`src/rtl/strobe_port_pkg.sv`:
```
package strobe_port_pkg;
  localparam logic ADDR_DATA = 1'b0;
  localparam logic ADDR_CTRL = 1'b1;
  localparam int unsigned CFG_BITS = 3;

  typedef struct packed {
    logic irqEn;
    logic openDrain;
    logic dirOut;
  } portCfg_t;

  typedef struct packed {
    logic loadFromBus;
    logic loadCtrl;
    logic captureFromPins;
    logic readData;
    logic readCtrl;
  } portStrobes_t;
endpackage

```
`src/rtl/strobe_port_ctrl.sv`:
```
module strobe_port_ctrl
  import strobe_port_pkg::*;
#(
  parameter int unsigned PULSE_LEN = 4
) (
  input  logic         clk,
  input  logic         rstN,
  input  logic         regAddr,
  input  logic         regWrEn,
  input  logic         regRdEn,
  input  logic         strobeIn,
  input  portCfg_t     cfg,
  output portStrobes_t strobes,
  output logic         strobeOutN,
  output logic         irqPending
);
  localparam int unsigned CNT_W = $clog2(PULSE_LEN + 1);
  localparam logic [CNT_W-1:0] CNT_LOAD = CNT_W'(PULSE_LEN);

  logic syncA, syncB, syncPrev;
  logic strobeFell;
  logic [CNT_W-1:0] pulseCnt;

  always_ff @(posedge clk or negedge rstN) begin
    if (!rstN) begin
      syncA    <= 1'b1;
      syncB    <= 1'b1;
      syncPrev <= 1'b1;
    end else begin
      syncA    <= strobeIn;
      syncB    <= syncA;
      syncPrev <= syncB;
    end
  end

  assign strobeFell = syncPrev & ~syncB;

  always_comb begin
    strobes.loadFromBus     = regWrEn && (regAddr == ADDR_DATA);
    strobes.loadCtrl        = regWrEn && (regAddr == ADDR_CTRL);
    strobes.readData        = regRdEn && (regAddr == ADDR_DATA);
    strobes.readCtrl        = regRdEn && (regAddr == ADDR_CTRL);
    strobes.captureFromPins = strobeFell && !cfg.dirOut;
  end

  always_ff @(posedge clk or negedge rstN) begin
    if (!rstN) begin
      pulseCnt <= '0;
    end else if (strobes.loadFromBus && cfg.dirOut) begin
      pulseCnt <= CNT_LOAD;
    end else if (pulseCnt != '0) begin
      pulseCnt <= pulseCnt - 1'b1;
    end
  end

  assign strobeOutN = (pulseCnt == '0);

  always_ff @(posedge clk or negedge rstN) begin
    if (!rstN) begin
      irqPending <= 1'b0;
    end else if (strobes.captureFromPins) begin
      irqPending <= 1'b1;
    end else if (strobes.readData) begin
      irqPending <= 1'b0;
    end
  end

  assert_pulse_start_R6: assert property (@(posedge clk) disable iff (!rstN)
    (regWrEn && regAddr == ADDR_DATA && cfg.dirOut) |=> !strobeOutN);
  assert_no_pulse_input_R7: assert property (@(posedge clk) disable iff (!rstN)
    (strobeOutN && !cfg.dirOut) |=> strobeOutN);
  assert_irq_set_R8: assert property (@(posedge clk) disable iff (!rstN)
    strobes.captureFromPins |=> irqPending);
  assert_read_clear_R9: assert property (@(posedge clk) disable iff (!rstN)
    (regRdEn && regAddr == ADDR_DATA && !strobes.captureFromPins) |=> !irqPending);
endmodule

```
`src/rtl/strobe_port_dp.sv`:
```
module strobe_port_dp
  import strobe_port_pkg::*;
#(
  parameter int unsigned WIDTH = 8
) (
  input  logic             clk,
  input  logic             rstN,
  input  portStrobes_t     strobes,
  input  logic [WIDTH-1:0] regWrData,
  input  logic [WIDTH-1:0] pinIn,
  output portCfg_t         cfg,
  output logic [WIDTH-1:0] regRdData,
  output logic [WIDTH-1:0] pinOut,
  output logic [WIDTH-1:0] pinOe
);
  logic [WIDTH-1:0] dataReg;

  always_ff @(posedge clk or negedge rstN) begin
    if (!rstN) begin
      cfg <= '0;
    end else if (strobes.loadCtrl) begin
      cfg <= portCfg_t'(regWrData[CFG_BITS-1:0]);
    end
  end

  always_ff @(posedge clk or negedge rstN) begin
    if (!rstN) begin
      dataReg <= '0;
    end else if (strobes.captureFromPins) begin
      dataReg <= pinIn;
    end else if (strobes.loadFromBus) begin
      dataReg <= regWrData;
    end
  end

  always_ff @(posedge clk or negedge rstN) begin
    if (!rstN) begin
      regRdData <= '0;
    end else if (strobes.readData) begin
      regRdData <= dataReg;
    end else if (strobes.readCtrl) begin
      regRdData <= {{(WIDTH-CFG_BITS){1'b0}}, cfg};
    end
  end

  always_comb begin
    if (!cfg.dirOut) begin
      pinOut = '0;
      pinOe  = '0;
    end else if (cfg.openDrain) begin
      pinOut = '0;
      pinOe  = ~dataReg;
    end else begin
      pinOut = dataReg;
      pinOe  = '1;
    end
  end

  assert_capture_pins_R3: assert property (@(posedge clk) disable iff (!rstN)
    strobes.captureFromPins |=> (dataReg == $past(pinIn)));
  assert_hold_out_R4: assert property (@(posedge clk) disable iff (!rstN)
    (cfg.dirOut && !strobes.loadFromBus && !strobes.loadCtrl) |=> $stable(pinOut));
  assert_od_never_high_R5: assert property (@(posedge clk) disable iff (!rstN)
    (cfg.dirOut && cfg.openDrain) |-> ((pinOut & pinOe) == '0));
  assert_output_keeps_R7: assert property (@(posedge clk) disable iff (!rstN)
    (cfg.dirOut && !strobes.loadFromBus) |=> $stable(dataReg));
endmodule

```
`src/rtl/strobe_port.sv`:
```
module strobe_port
  import strobe_port_pkg::*;
#(
  parameter int unsigned WIDTH     = 8,
  parameter int unsigned PULSE_LEN = 4
) (
  input  logic             clk,
  input  logic             rstN,
  input  logic             regAddr,
  input  logic             regWrEn,
  input  logic             regRdEn,
  input  logic [WIDTH-1:0] regWrData,
  output logic [WIDTH-1:0] regRdData,
  input  logic [WIDTH-1:0] pinIn,
  output logic [WIDTH-1:0] pinOut,
  output logic [WIDTH-1:0] pinOe,
  input  logic             strobeIn,
  output logic             strobeOutN,
  output logic             strobeOe,
  output logic             irqPullLow
);
  portCfg_t     cfg;
  portStrobes_t strobes;
  logic         irqPending;

  strobe_port_ctrl #(.PULSE_LEN(PULSE_LEN)) i_ctrl (
    .clk(clk), .rstN(rstN), .regAddr(regAddr), .regWrEn(regWrEn),
    .regRdEn(regRdEn), .strobeIn(strobeIn), .cfg(cfg), .strobes(strobes),
    .strobeOutN(strobeOutN), .irqPending(irqPending)
  );

  strobe_port_dp #(.WIDTH(WIDTH)) i_dp (
    .clk(clk), .rstN(rstN), .strobes(strobes), .regWrData(regWrData),
    .pinIn(pinIn), .cfg(cfg), .regRdData(regRdData), .pinOut(pinOut),
    .pinOe(pinOe)
  );

  assign strobeOe   = cfg.dirOut;
  assign irqPullLow = irqPending & cfg.irqEn;

  assert_irq_needs_enable_R8: assert property (@(posedge clk) disable iff (!rstN)
    !cfg.irqEn |-> !irqPullLow);
  assert_strobe_idle_input_R1: assert property (@(posedge clk) disable iff (!rstN)
    !strobeOe |-> (pinOe == '0));
endmodule

```
`config.mk`:
```
export PLATFORM = sky130hd
export DESIGN_NAME = strobe_port
export DESIGN_NICKNAME = d
export VERILOG_FILES = /design/src/rtl/strobe_port_pkg.sv /design/src/rtl/strobe_port_ctrl.sv /design/src/rtl/strobe_port_dp.sv /design/src/rtl/strobe_port.sv
export SDC_FILE = /design/constraint.sdc
export NUM_CORES = 1
export LEC_CHECK = 0
export BUFFER_PORTS_ARGS = -buffer_cell sky130_fd_sc_hd__buf_2
export CORE_MARGIN = 3
export CORE_UTILIZATION = 30
export DETAILED_ROUTE_END_ITERATION = 6
export PLACE_DENSITY_LB_ADDON = 0.12
export SLEW_MARGIN = 0
export SYNTH_ARGS = -nofsm -noshare
export SYNTH_HDL_FRONTEND = slang
export SYNTH_SLANG_ARGS = --single-unit
```
`constraint.sdc`:
```
create_clock -name clk -period 2.9 [get_ports clk]
set_input_delay 0.145 -clock clk [delete_from_list [all_inputs] [get_ports clk]]
set_output_delay 0.145 -clock clk [all_outputs]
set_load 0.02 [all_outputs]
```
======== Word level (Yosys, flattened, before mapping) ========
Index checks and enable logic that the tools add are counted.
word-level totals
  logic and storage cells ................. 41
  bits of input ports ..................... 22
  output and inout port bits .............. 27
  flip-flop bits (word level) ............. 26
operators by class
  reduce and logical (&&, ||, !) cells .... 13
  multiplexer cells ....................... 12
  $add $sub $neg .......................... 1
  bitwise logic cells ..................... 5
operators by type and width
  operator             number
  $mux 8               8
  $not 8->8            1
  $reduce_bool 2->1    4
  $logic_and 1x1->1    6
  $mux 3               2
  $logic_not 3->1      1
  $reduce_bool 3->1    1
  $sub 3x1->3 const B  1
  $and 1x1->1          2
  $mux 1               2
  $not 1->1            2
  $logic_not 1->1      1

======== Depth between registers and ports, before layout ========
Gate-level depths: netlist of run 1.
  depth in word-level cells ............... 4
  mapped depth ............................ 5
  depth with buffers taken out ............ 5

======== Hierarchy ========
From an unflattened synthesis of run 1, not the netlist that was laid out.
second synthesis, totals
  cells, all modules ...................... 113
  area, all modules ....................... 1258.7 um2
modules (own cells, without submodules)
  module            area each (um2)  sequential area each (um2)  times used  cells an instance
  strobe_port_dp    922.1            475.5                       1           83
  strobe_port_ctrl  330.3            178.9                       1           29
  strobe_port       6.3              0.0                         1           1

======== Least setup slack after synthesis of run 1 ========
No wires, ideal clock.
  kind .................................... reg-to-output
  from .................................... register, netlist name i_dp.cfg[0]
  to ...................................... output pinOe[0]
  stages on the path, launching flop included .. 3
  arrival ................................. 1343 ps
  path buffers ............................ 1
  data required time ...................... 2755 ps
  slack ................................... 1412 ps
  path through ............................ dfrtp_1 > clkbuf_1 > a21boi_0
on the way
  word-level cells in the longest chain between the ends .. 1
ends and longest elaborated chain
  what              RTL line              RTL
  $mux 8            strobe_port_dp.sv:47  if (!cfg.dirOut) begin
  end: declaration  strobe_port.sv:16     output logic [WIDTH-1:0] pinOe,
Every way passes these cells.

======== Worst setup path in the final report of run 1 ========
  from .................................... register, netlist name i_dp.cfg[0]
  to ...................................... output pinOut[1]
on the way
  word-level cells in the longest chain between the ends .. 1
ends and longest elaborated chain
  what              RTL line              RTL
  $mux 8            strobe_port_dp.sv:47
  end: declaration  strobe_port.sv:15     output logic [WIDTH-1:0] pinOut,
Every way passes these cells.

==> impl_metrics.env, run 1 <==
export IMPL_drc=0
export IMPL_final_layout_size_suffix_gt1_frac=0.357
export IMPL_track_usage=0.126
export IMPL_path_buf_inv=1
export IMPL_io_pin_count=49
export IMPL_slew_headroom=0.555
export IMPL_avgSynthCellArea_um2=10.8
export IMPL_die_h_um=71.7
export IMPL_hold_class="in -> reg"
export IMPL_core_mm2=0.00409
export IMPL_rows=23
export IMPL_first_global_vias=1015
export IMPL_synth_most_common_cell="dfrtp_1"
export IMPL_antenna_found_initial=0
export IMPL_required_ns=2.76
export IMPL_wl_per_cell_um=14.2
export IMPL_synth_common_cells="dfrtp_1, mux2i_1, inv_1"
export IMPL_ys_ff_latch=26
export IMPL_dp_hpwl_um=2390
export IMPL_grt_ovfl_total=0
export IMPL_r2r_start="i_dp.cfg[0]"
export IMPL_async_flop_share=1.00
export IMPL_synthCells=120
export IMPL_leakage_uw=0.000798
export IMPL_synth_top_area_cell="dfrtp_1"
export IMPL_setup_slack_ns=1.22
export IMPL_routed_via_density=4.46
export IMPL_cp_arrival_ns=1.54
export IMPL_ir_drop_uv=322
export IMPL_vias=973
export IMPL_diodes=0
export IMPL_drv_slew=0
export IMPL_finalCriticalPeriod_ns=1.68
export IMPL_cts_buffers=3
export IMPL_post_cts_resize_count=0
export IMPL_fin_nets=193
export IMPL_dr_first_iter_drc_count=53
export IMPL_max_freq_mhz=595
export IMPL_fin_tns_setup_ns=0
export IMPL_synth_ff_type="dfrtp_1"
export IMPL_cts_sinks=26
export IMPL_area_delta_synth_final_pct=24.3
export IMPL_fin_util=0.393
export IMPL_cap_violations=0
export IMPL_cp_end_kind="output port"
export IMPL_synth_top_area_share=0.445
export IMPL_detail_route_antenna_nets=0
export IMPL_critical_path_max_stage_delay_ns=0.65
export IMPL_dieArea_mm2=0.00514
export IMPL_clock_latency_ns=0.27
export IMPL_ys_warnings_count=0
export IMPL_synth_area_leaders="dfrtp_1, mux2i_1, dfstp_2"
export IMPL_critPathTopFamily="flip-flops"
export IMPL_hold_viol_final=0
export IMPL_wl_um=3090
export IMPL_rsz0062_at_grt="false"
export IMPL_hold_buffers=2
export IMPL_synth_edf_count=0
export IMPL_dp_worst_setup_slack_ns=1.37
export IMPL_yosysUniqueCellTypes=27
export IMPL_status="finished clean"
export IMPL_tightest_slew_ns=0.667
export IMPL_htreeDepth=1
export IMPL_p_per_area_mw_per_mm2=668
export IMPL_cpMaxStageDelayCell="dfrtp_1"
export IMPL_netlist_area_mm2=0.00129
export IMPL_startpoint_type="flip-flop"
export IMPL_cts_setup_buffers=0
export IMPL_place_congestion=0.757
export IMPL_clockBufferDepth=2
export IMPL_period_share=0.580
export IMPL_finalPower_uw=1070
export IMPL_syn_nets=144
export IMPL_grt_start_max_net_pins=27
export IMPL_setup_viol=0
export IMPL_cp_max_fo=16
export IMPL_fin_skew_ns=0.0104
export IMPL_firstDrtPassIters=4
export IMPL_critical_path_class="reg -> out"
export IMPL_die_w_um=71.7
export IMPL_start_util=0.317
export IMPL_io_buffers=48
export IMPL_grt_first_pass_wirelength_um=5060
export IMPL_crit_chain="and2b_1 > and2_1 > buf_2"
export IMPL_root_buffer="clkbuf_8"
export IMPL_synth_seq_area_share=0.506
export IMPL_cts_tree="yes"
export IMPL_cp_startpoint="i_dp.cfg[0]"
export IMPL_min_delay_start="pinIn[0]"
export IMPL_path_clk_slew_ns=0.08
==> tightest hold or removal path, stage by stage <==
cell and delay (ns):
buf_2 0.08, nand2_1 0.04, o21ai_0 0.05
==> routing by layer <==
| metal | wire (um) | global-route usage | share of wire | vias up |
|---|---|---|---|---|
| li1 | - | - | - | 497 |
| met1 | 1470 | 0.160 | 0.48 | 442 |
| met2 | 1430 | 0.215 | 0.46 | 32 |
| met3 | 167 | 0.0393 | 0.054 | 2 |
| met4 | 19 | 0.0188 | 0.0062 | 0 |
| met5 | 0 | 0 | 0 | - |
==> metrics by stage <==
stage | hold slack, ns | cell area [um2] | std cells
after global placement | 0.177 | 1540 | 212
after global routing | 0.0840 | 1610 | 218
final | 0.0873 | 1610 | 218
after CTS | 0.0801 | 1610 | 218
after floorplan | -0.151 | 1290 | 120
after detailed placement | 0.190 | 1540 | 212
==> state kept, by name, indices dropped and copies added, names as in the netlist <==
register,flops
i_ctrl.syncPrev,1
i_ctrl.irqPending,1
i_dp.regRdData,8
i_ctrl.syncB,1
i_dp.cfg,3
i_dp.dataReg,8
i_ctrl.syncA,1
i_ctrl.pulseCnt,3
==> where the power goes <==
part	switching (uW)	total (uW)	internal, uW
logic	215	367	152
registers	65.2	501	436
clock network	107	205	98.1
total	387	1070	687
==> cell usage in the layout, fill, tap and decap left out, types with 5 or more instances in the layout <==
cell type / instances
o21ai_0: 6
dfrtp_1: 23
o21ai_1: 6
buf_2: 48
and2_1: 9
nor2_1: 5
nand2_1: 9
a21boi_0: 8
mux2i_1: 11
inv_1: 10
==> path summary, 6_finish.rpt <==
check	endpoint	slack, ns	cells past startpoint
setup / recovery	pinOut[1]	1.22	3
hold / removal	i_dp.dataReg[0]	0.09	3
setup reg to reg	i_dp.dataReg[0]	1.37	2
hold reg to reg	i_ctrl.syncB	0.36	0
max in group asynchronous	i_dp.dataReg[2]	2.09	2
min in group asynchronous	i_dp.regRdData[2]	0.40	2
==> logic make-up after synthesis <==
family,after synthesis,synth area share
AND/OR/NAND/NOR,32,0.148
AO/OA/AOI/OAI,29,0.138
flip-flops,26,0.506
buffers and inverters,16,0.0706
multiplexers,14,0.111
adder cells (fa/ha/maj),2,0.0193
XOR/XNOR,1,0.00677
==> final cells by class <==
cell class | count | area, um2
Sequential cell | 26 | 654
Fill cell | 438 | 2480
Multi-Input combinational cell | 78 | 548
Clock buffer | 4 | 45.0
Inverter | 10 | 37.5
Tap cell | 50 | 62.6
Timing Repair Buffer | 50 | 260
Note: power is estimated with default switching activity, not from simulation.
==> run 2: changes to the inputs <==
- ABC_AREA: not set -> 1
- clock period: 2.9 -> 1.65 ns (I/O delays scaled with it)
==> impl_metrics.env, run 2 <==
export IMPL_fin_nets=249
export IMPL_synth_top_area_cell="dfrtp_1"
export IMPL_tightest_slew_ns=0.606
export IMPL_cts_sinks=26
export IMPL_track_usage=0.133
export IMPL_cp_max_fo=9
export IMPL_rsz0062_at_grt="false"
export IMPL_max_freq_mhz=665
export IMPL_wl_per_cell_um=11.9
export IMPL_placement_cell_area_mm2=0.00160
export IMPL_rows=23
export IMPL_ys_warnings_count=0
export IMPL_diodes=0
export IMPL_synth_common_cells="nand2_1, nand3_1, inv_1"
export IMPL_setup_slack_ns=0.147
export IMPL_io_pin_count=49
export IMPL_drc=0
export IMPL_avgSynthCellArea_um2=7.57
export IMPL_finalPower_uw=1890
export IMPL_required_ns=1.57
export IMPL_min_delay_start="regWrData[2]"
export IMPL_synthCells=174
export IMPL_synth_most_common_cell="nand2_1"
export IMPL_yosysUniqueCellTypes=16
export IMPL_grt_ovfl_total=0
export IMPL_status="finished clean"
export IMPL_startpoint_type="flip-flop"
export IMPL_cp_arrival_ns=1.42
export IMPL_clockBufferDepth=2
export IMPL_ir_drop_uv=275
export IMPL_setup_viol=0
export IMPL_place_congestion=0.726
export IMPL_syn_nets=198
export IMPL_firstDrtPassIters=4
export IMPL_period_share=0.911
export IMPL_final_layout_size_suffix_gt1_frac=0.268
export IMPL_grt_start_max_net_pins=27
export IMPL_area_delta_synth_final_pct=27.3
export IMPL_critical_path_class="reg -> out"
export IMPL_dp_hpwl_um=2530
export IMPL_ys_ff_latch=26
export IMPL_vias=1232
export IMPL_routed_via_density=4.50
export IMPL_p_per_area_mw_per_mm2=1130
export IMPL_netlist_area_mm2=0.00132
export IMPL_num_fill_cells=448
export IMPL_min_to="i_dp.cfg[2]"
export IMPL_dr_first_iter_drc_count=46
export IMPL_final_cell_area_mm2=0.00168
export IMPL_drv_slew=0
export IMPL_start_util=0.320
export IMPL_cts_buffers=3
export IMPL_fin_skew_ns=0.00155
export IMPL_leakage_uw=0.000973
export IMPL_clock_latency_ns=0.27
export IMPL_path_clk_slew_ns=0.09
export IMPL_htreeDepth=1
export IMPL_cap_violations=0
export IMPL_fin_tns_setup_ns=0
export IMPL_r2r_start="i_dp.cfg[0]"
export IMPL_core_mm2=0.00412
export IMPL_detail_route_antenna_nets=0
export IMPL_timing_rr_end="i_dp.dataReg[5]"
export IMPL_synth_ff_type="dfrtp_1"
export IMPL_mostFrequentLayoutCell="buf_2"
export IMPL_async_flop_share=1.00
export IMPL_cts_setup_buffers=0
export IMPL_die_w_um=72.3
export IMPL_die_h_um=72.3
export IMPL_synth_edf_count=0
export IMPL_slew_headroom=0.596
export IMPL_r2r_setup_slack_ns=0.41
export IMPL_finalCriticalPeriod_ns=1.50
export IMPL_synth_seq_area_share=0.497
export IMPL_cts_tree="yes"
export IMPL_root_buffer="clkbuf_8"
export IMPL_hold_class="in -> reg"
export IMPL_grt_first_pass_wirelength_um=5460
export IMPL_largestRegisters="i_dp.dataReg (8), i_dp.regRdData (8)"
export IMPL_dp_worst_setup_slack_ns=0.419
export IMPL_reg2reg_depth=4
export IMPL_antenna_found_initial=0
export IMPL_cp_end_kind="output port"
export IMPL_first_global_vias=1152
export IMPL_whs_path_depth=3
export IMPL_hold_viol_final=0
export IMPL_io_buffers=48
export IMPL_synth_top_area_share=0.437
export IMPL_final_cell_mix="buf_2, nand2_1, nand3_1, inv_1, dfrtp_1"
export IMPL_dieArea_mm2=0.00522
export IMPL_synth_area_leaders="dfrtp_1, nand2_1, nand3_1"
export IMPL_cp_startpoint="i_dp.cfg[0]"
export IMPL_wl_um=3270
export IMPL_holdWs_ns=0.0841
[run 2: changes by cell type in the layout (fill, tap and decap cells not counted), moves of 6 or more]
cell / previous run / this run
mux2i_1: 11 / 0
nand3_1: 0 / 26
a21boi_0: 8 / 0
o21ai_1: 6 / 0
a21oi_1: 4 / 11
o21ai_0: 6 / 12
nor2_1: 5 / 18
and2_1: 9 / 0
inv_1: 10 / 25
nand2_1: 9 / 45
[run 2: worst max-delay path by stage]
stage                    endpoint  slack (ns)
2_1_floorplan  i_ctrl.pulseCnt[0]        0.32
4_1_cts                  pinOe[1]        0.11
3_5_place_dp             pinOe[1]        0.42
5_1_grt                  pinOe[5]        0.03
6_report                 pinOe[4]        0.15
3_3_place_gp           strobeOutN        0.44
[run 2: cell families after synthesis]
family                   synth area share
AND/OR/NAND/NOR                     0.300
adder cells (fa/ha/maj)            0.0190
AO/OA/AOI/OAI                      0.0874
buffers and inverters              0.0969
flip-flops                          0.497
[run 2: worst max-delay path, stage by stage, from the launching register on]
cell and delay, ns:
dfrtp_1 0.53, clkinvlp_4 0.24, a21oi_1 0.19, buf_2 0.19
[run 2: what timing repair did]
action,in CTS,in global routing
gates resized for setup,0,1
endpoints found under the hold margin,24,0
hold buffers,2,0
setup endpoints to repair,0,1
[run 2: area by class of cell]
class | instances | area [um2] | share of cell area
tap | 50 | 62.6 | 0.0373
timing repair buffer | 51 | 268 | 0.160
clock buffer | 4 | 55.1 | 0.0328
multi-input combinational | 117 | 536 | 0.319
sequential | 26 | 654 | 0.390
inverter | 26 | 101 | 0.0604
[run 2: per-layer routing]
metal | global-route usage | up-vias | part of all wire
met4 | 0.0501 | 0 | 0.011
met2 | 0.216 | 32 | 0.47
met1 | 0.179 | 550 | 0.46
met5 | 0 | - | 0
li1 | - | 648 | -
met3 | 0.0166 | 2 | 0.054
[run 2: through the flow]
step | utilization | std cells
finish | 0.407 | 274
global route | 0.407 | 274
CTS | 0.407 | 274
detailed placement | 0.388 | 268
global placement | 0.388 | 268
floorplan | - | 174
[run 2: where the power goes]
group	internal [uW]	leakage [uW]	switching [uW]	total (uW)
registers	758	0.000311	90.1	848
clock network	213	0.0000288	204	418
logic	222	0.000633	405	626
total	1190	0.000973	699	1890
==> run 3: changes to the inputs <==
- CTS_CLUSTER_DIAMETER: not set -> 80
- REMOVE_ABC_BUFFERS: not set -> 1
==> impl_metrics.env, run 3 (same netlist as run 2, synthesis figures left out) <==
export IMPL_clockBufferDepth=2
export IMPL_htreeDepth=1
export IMPL_diodes=0
export IMPL_critPathTopFamily="flip-flops"
export IMPL_routed_via_density=4.46
export IMPL_placement_cell_area_mm2=0.00160
export IMPL_place_congestion=0.754
export IMPL_grt_start_max_net_pins=27
export IMPL_path_buf_inv=2
export IMPL_cp_arrival_ns=1.42
export IMPL_status="finished clean"
export IMPL_grt_ovfl_total=0
export IMPL_first_global_vias=1165
export IMPL_area_delta_synth_final_pct=26.5
export IMPL_setup_viol=0
export IMPL_leakage_uw=0.000967
export IMPL_cts_sinks=26
export IMPL_cap_violations=0
export IMPL_reg2reg_depth=4
export IMPL_drc=0
export IMPL_p_per_area_mw_per_mm2=1100
export IMPL_drv_slew=0
export IMPL_dp_hpwl_um=2540
export IMPL_grt_first_pass_wirelength_um=5420
export IMPL_final_layout_size_suffix_gt1_frac=0.263
export IMPL_r2r_start="i_dp.cfg[0]"
export IMPL_firstDrtPassIters=4
export IMPL_max_freq_mhz=666
export IMPL_die_w_um=72.3
export IMPL_clock_latency_ns=0.26
export IMPL_cp_max_fo=9
export IMPL_wl_um=3310
export IMPL_final_cell_mix="buf_2, nand2_1, nand3_1, inv_1, dfrtp_1"
export IMPL_fin_tns_setup_ns=0
export IMPL_hold_viol_final=0
export IMPL_slew_headroom=0.611
export IMPL_r2r_setup_slack_ns=0.41
export IMPL_ir_drop_uv=343
export IMPL_rows=23
export IMPL_fin_skew_ns=0.00312
export IMPL_core_mm2=0.00412
export IMPL_finalCriticalPeriod_ns=1.50
export IMPL_detail_route_antenna_nets=0
export IMPL_min_to="i_dp.cfg[2]"
export IMPL_cts_buffers=3
export IMPL_min_delay_start="regWrData[2]"
export IMPL_required_ns=1.57
export IMPL_tightest_slew_ns=0.583
export IMPL_io_buffers=48
export IMPL_dr_first_iter_drc_count=54
export IMPL_startpoint_type="flip-flop"
export IMPL_final_cell_area_mm2=0.00167
export IMPL_critical_path_max_stage_delay_ns=0.53
export IMPL_timing_rr_end="i_dp.dataReg[3]"
export IMPL_crit_chain="clkinvlp_4 > a21oi_1 > buf_2"
export IMPL_start_util=0.320
export IMPL_dieArea_mm2=0.00522
export IMPL_vias=1223
export IMPL_hold_class="in -> reg"
export IMPL_cp_end_kind="output port"
export IMPL_root_buffer="clkbuf_8"
export IMPL_wl_per_cell_um=12.1
export IMPL_cpMaxStageDelayCell="dfrtp_1"
export IMPL_whs_path_depth=3
export IMPL_largestRegisters="i_dp.dataReg (8), i_dp.regRdData (8)"
export IMPL_die_h_um=72.3
export IMPL_cts_tree="yes"
export IMPL_io_pin_count=49
export IMPL_fin_nets=249
export IMPL_period_share=0.910
export IMPL_finalPower_uw=1840
export IMPL_antenna_found_initial=0
export IMPL_num_fill_cells=457
export IMPL_track_usage=0.133
export IMPL_mostFrequentLayoutCell="buf_2"
export IMPL_critical_path_class="reg -> out"
export IMPL_path_clk_slew_ns=0.09
export IMPL_rsz0062_at_grt="false"
==> run 3: changes by cell type in the layout (fill, tap and decap cells not counted) <==
cell | before | now
clkbuf_1 | 0 | 1
clkbuf_8 | 4 | 3
==> run 3: how the worst max path moves through the flow <==
stage	start	end	slack (ns)	cells past startpoint
global route	i_ctrl.pulseCnt[0]	strobeOutN	0.0007	5
finish	i_dp.cfg[0]	pinOe[1]	0.15	3
floorplan	i_ctrl.pulseCnt[0]	i_ctrl.pulseCnt[0]	0.32	7
CTS	i_dp.cfg[0]	pinOe[1]	0.12	3
detailed placement	i_dp.cfg[0]	pinOe[4]	0.42	3
global placement	i_dp.cfg[0]	pinOe[0]	0.44	3
==> run 3: through the flow <==
stage          utilization  hold slack (ns)  setup WS (ns)  instances
2_1_floorplan            -           -0.213          0.318        169
3_3_place_gp         0.388            0.121          0.443        268
3_5_place_dp         0.388            0.127          0.423        268
4_1_cts              0.404           0.0647          0.123        274
5_1_grt              0.405            0.103       0.000664        274
6_report             0.405           0.0702          0.148        274
==> run 3: power breakdown <==
group	leakage [uW]	internal, uW	switching, uW
Clock	0.0000228	172	189
Sequential	0.000311	758	87.0
Combinational	0.000633	222	409
Total	0.000967	1150	686
==> run 3: what timing repair did <==
item / in CTS / in global routing
setup buffers: 0 / 0
resized for setup: 0 / 1
hold buffers: 2 / 0
endpoints found under the setup margin: 0 / 1
endpoints found under the hold margin: 24 / 0
==> run 3: final cells by class <==
cell class	instances	area (um2)	area share
timing repair buffer	51	268	0.161
sequential	26	654	0.393
multi-input combinational	117	536	0.321
inverter	26	101	0.0608
clock buffer	4	45.0	0.0270
tap	50	62.6	0.0375
==> run 3: layer usage <==
metal	global-route usage	routed length, um
met5	0	0
met4	0.0501	36
met3	0.0139	154
met2	0.228	1640
met1	0.171	1480
==> run 3: worst register-to-register path, delay by kind of cell (launching register included) <==
family	cells	cell delay [ns]
flops	1	0.49
simple gates	4	0.65
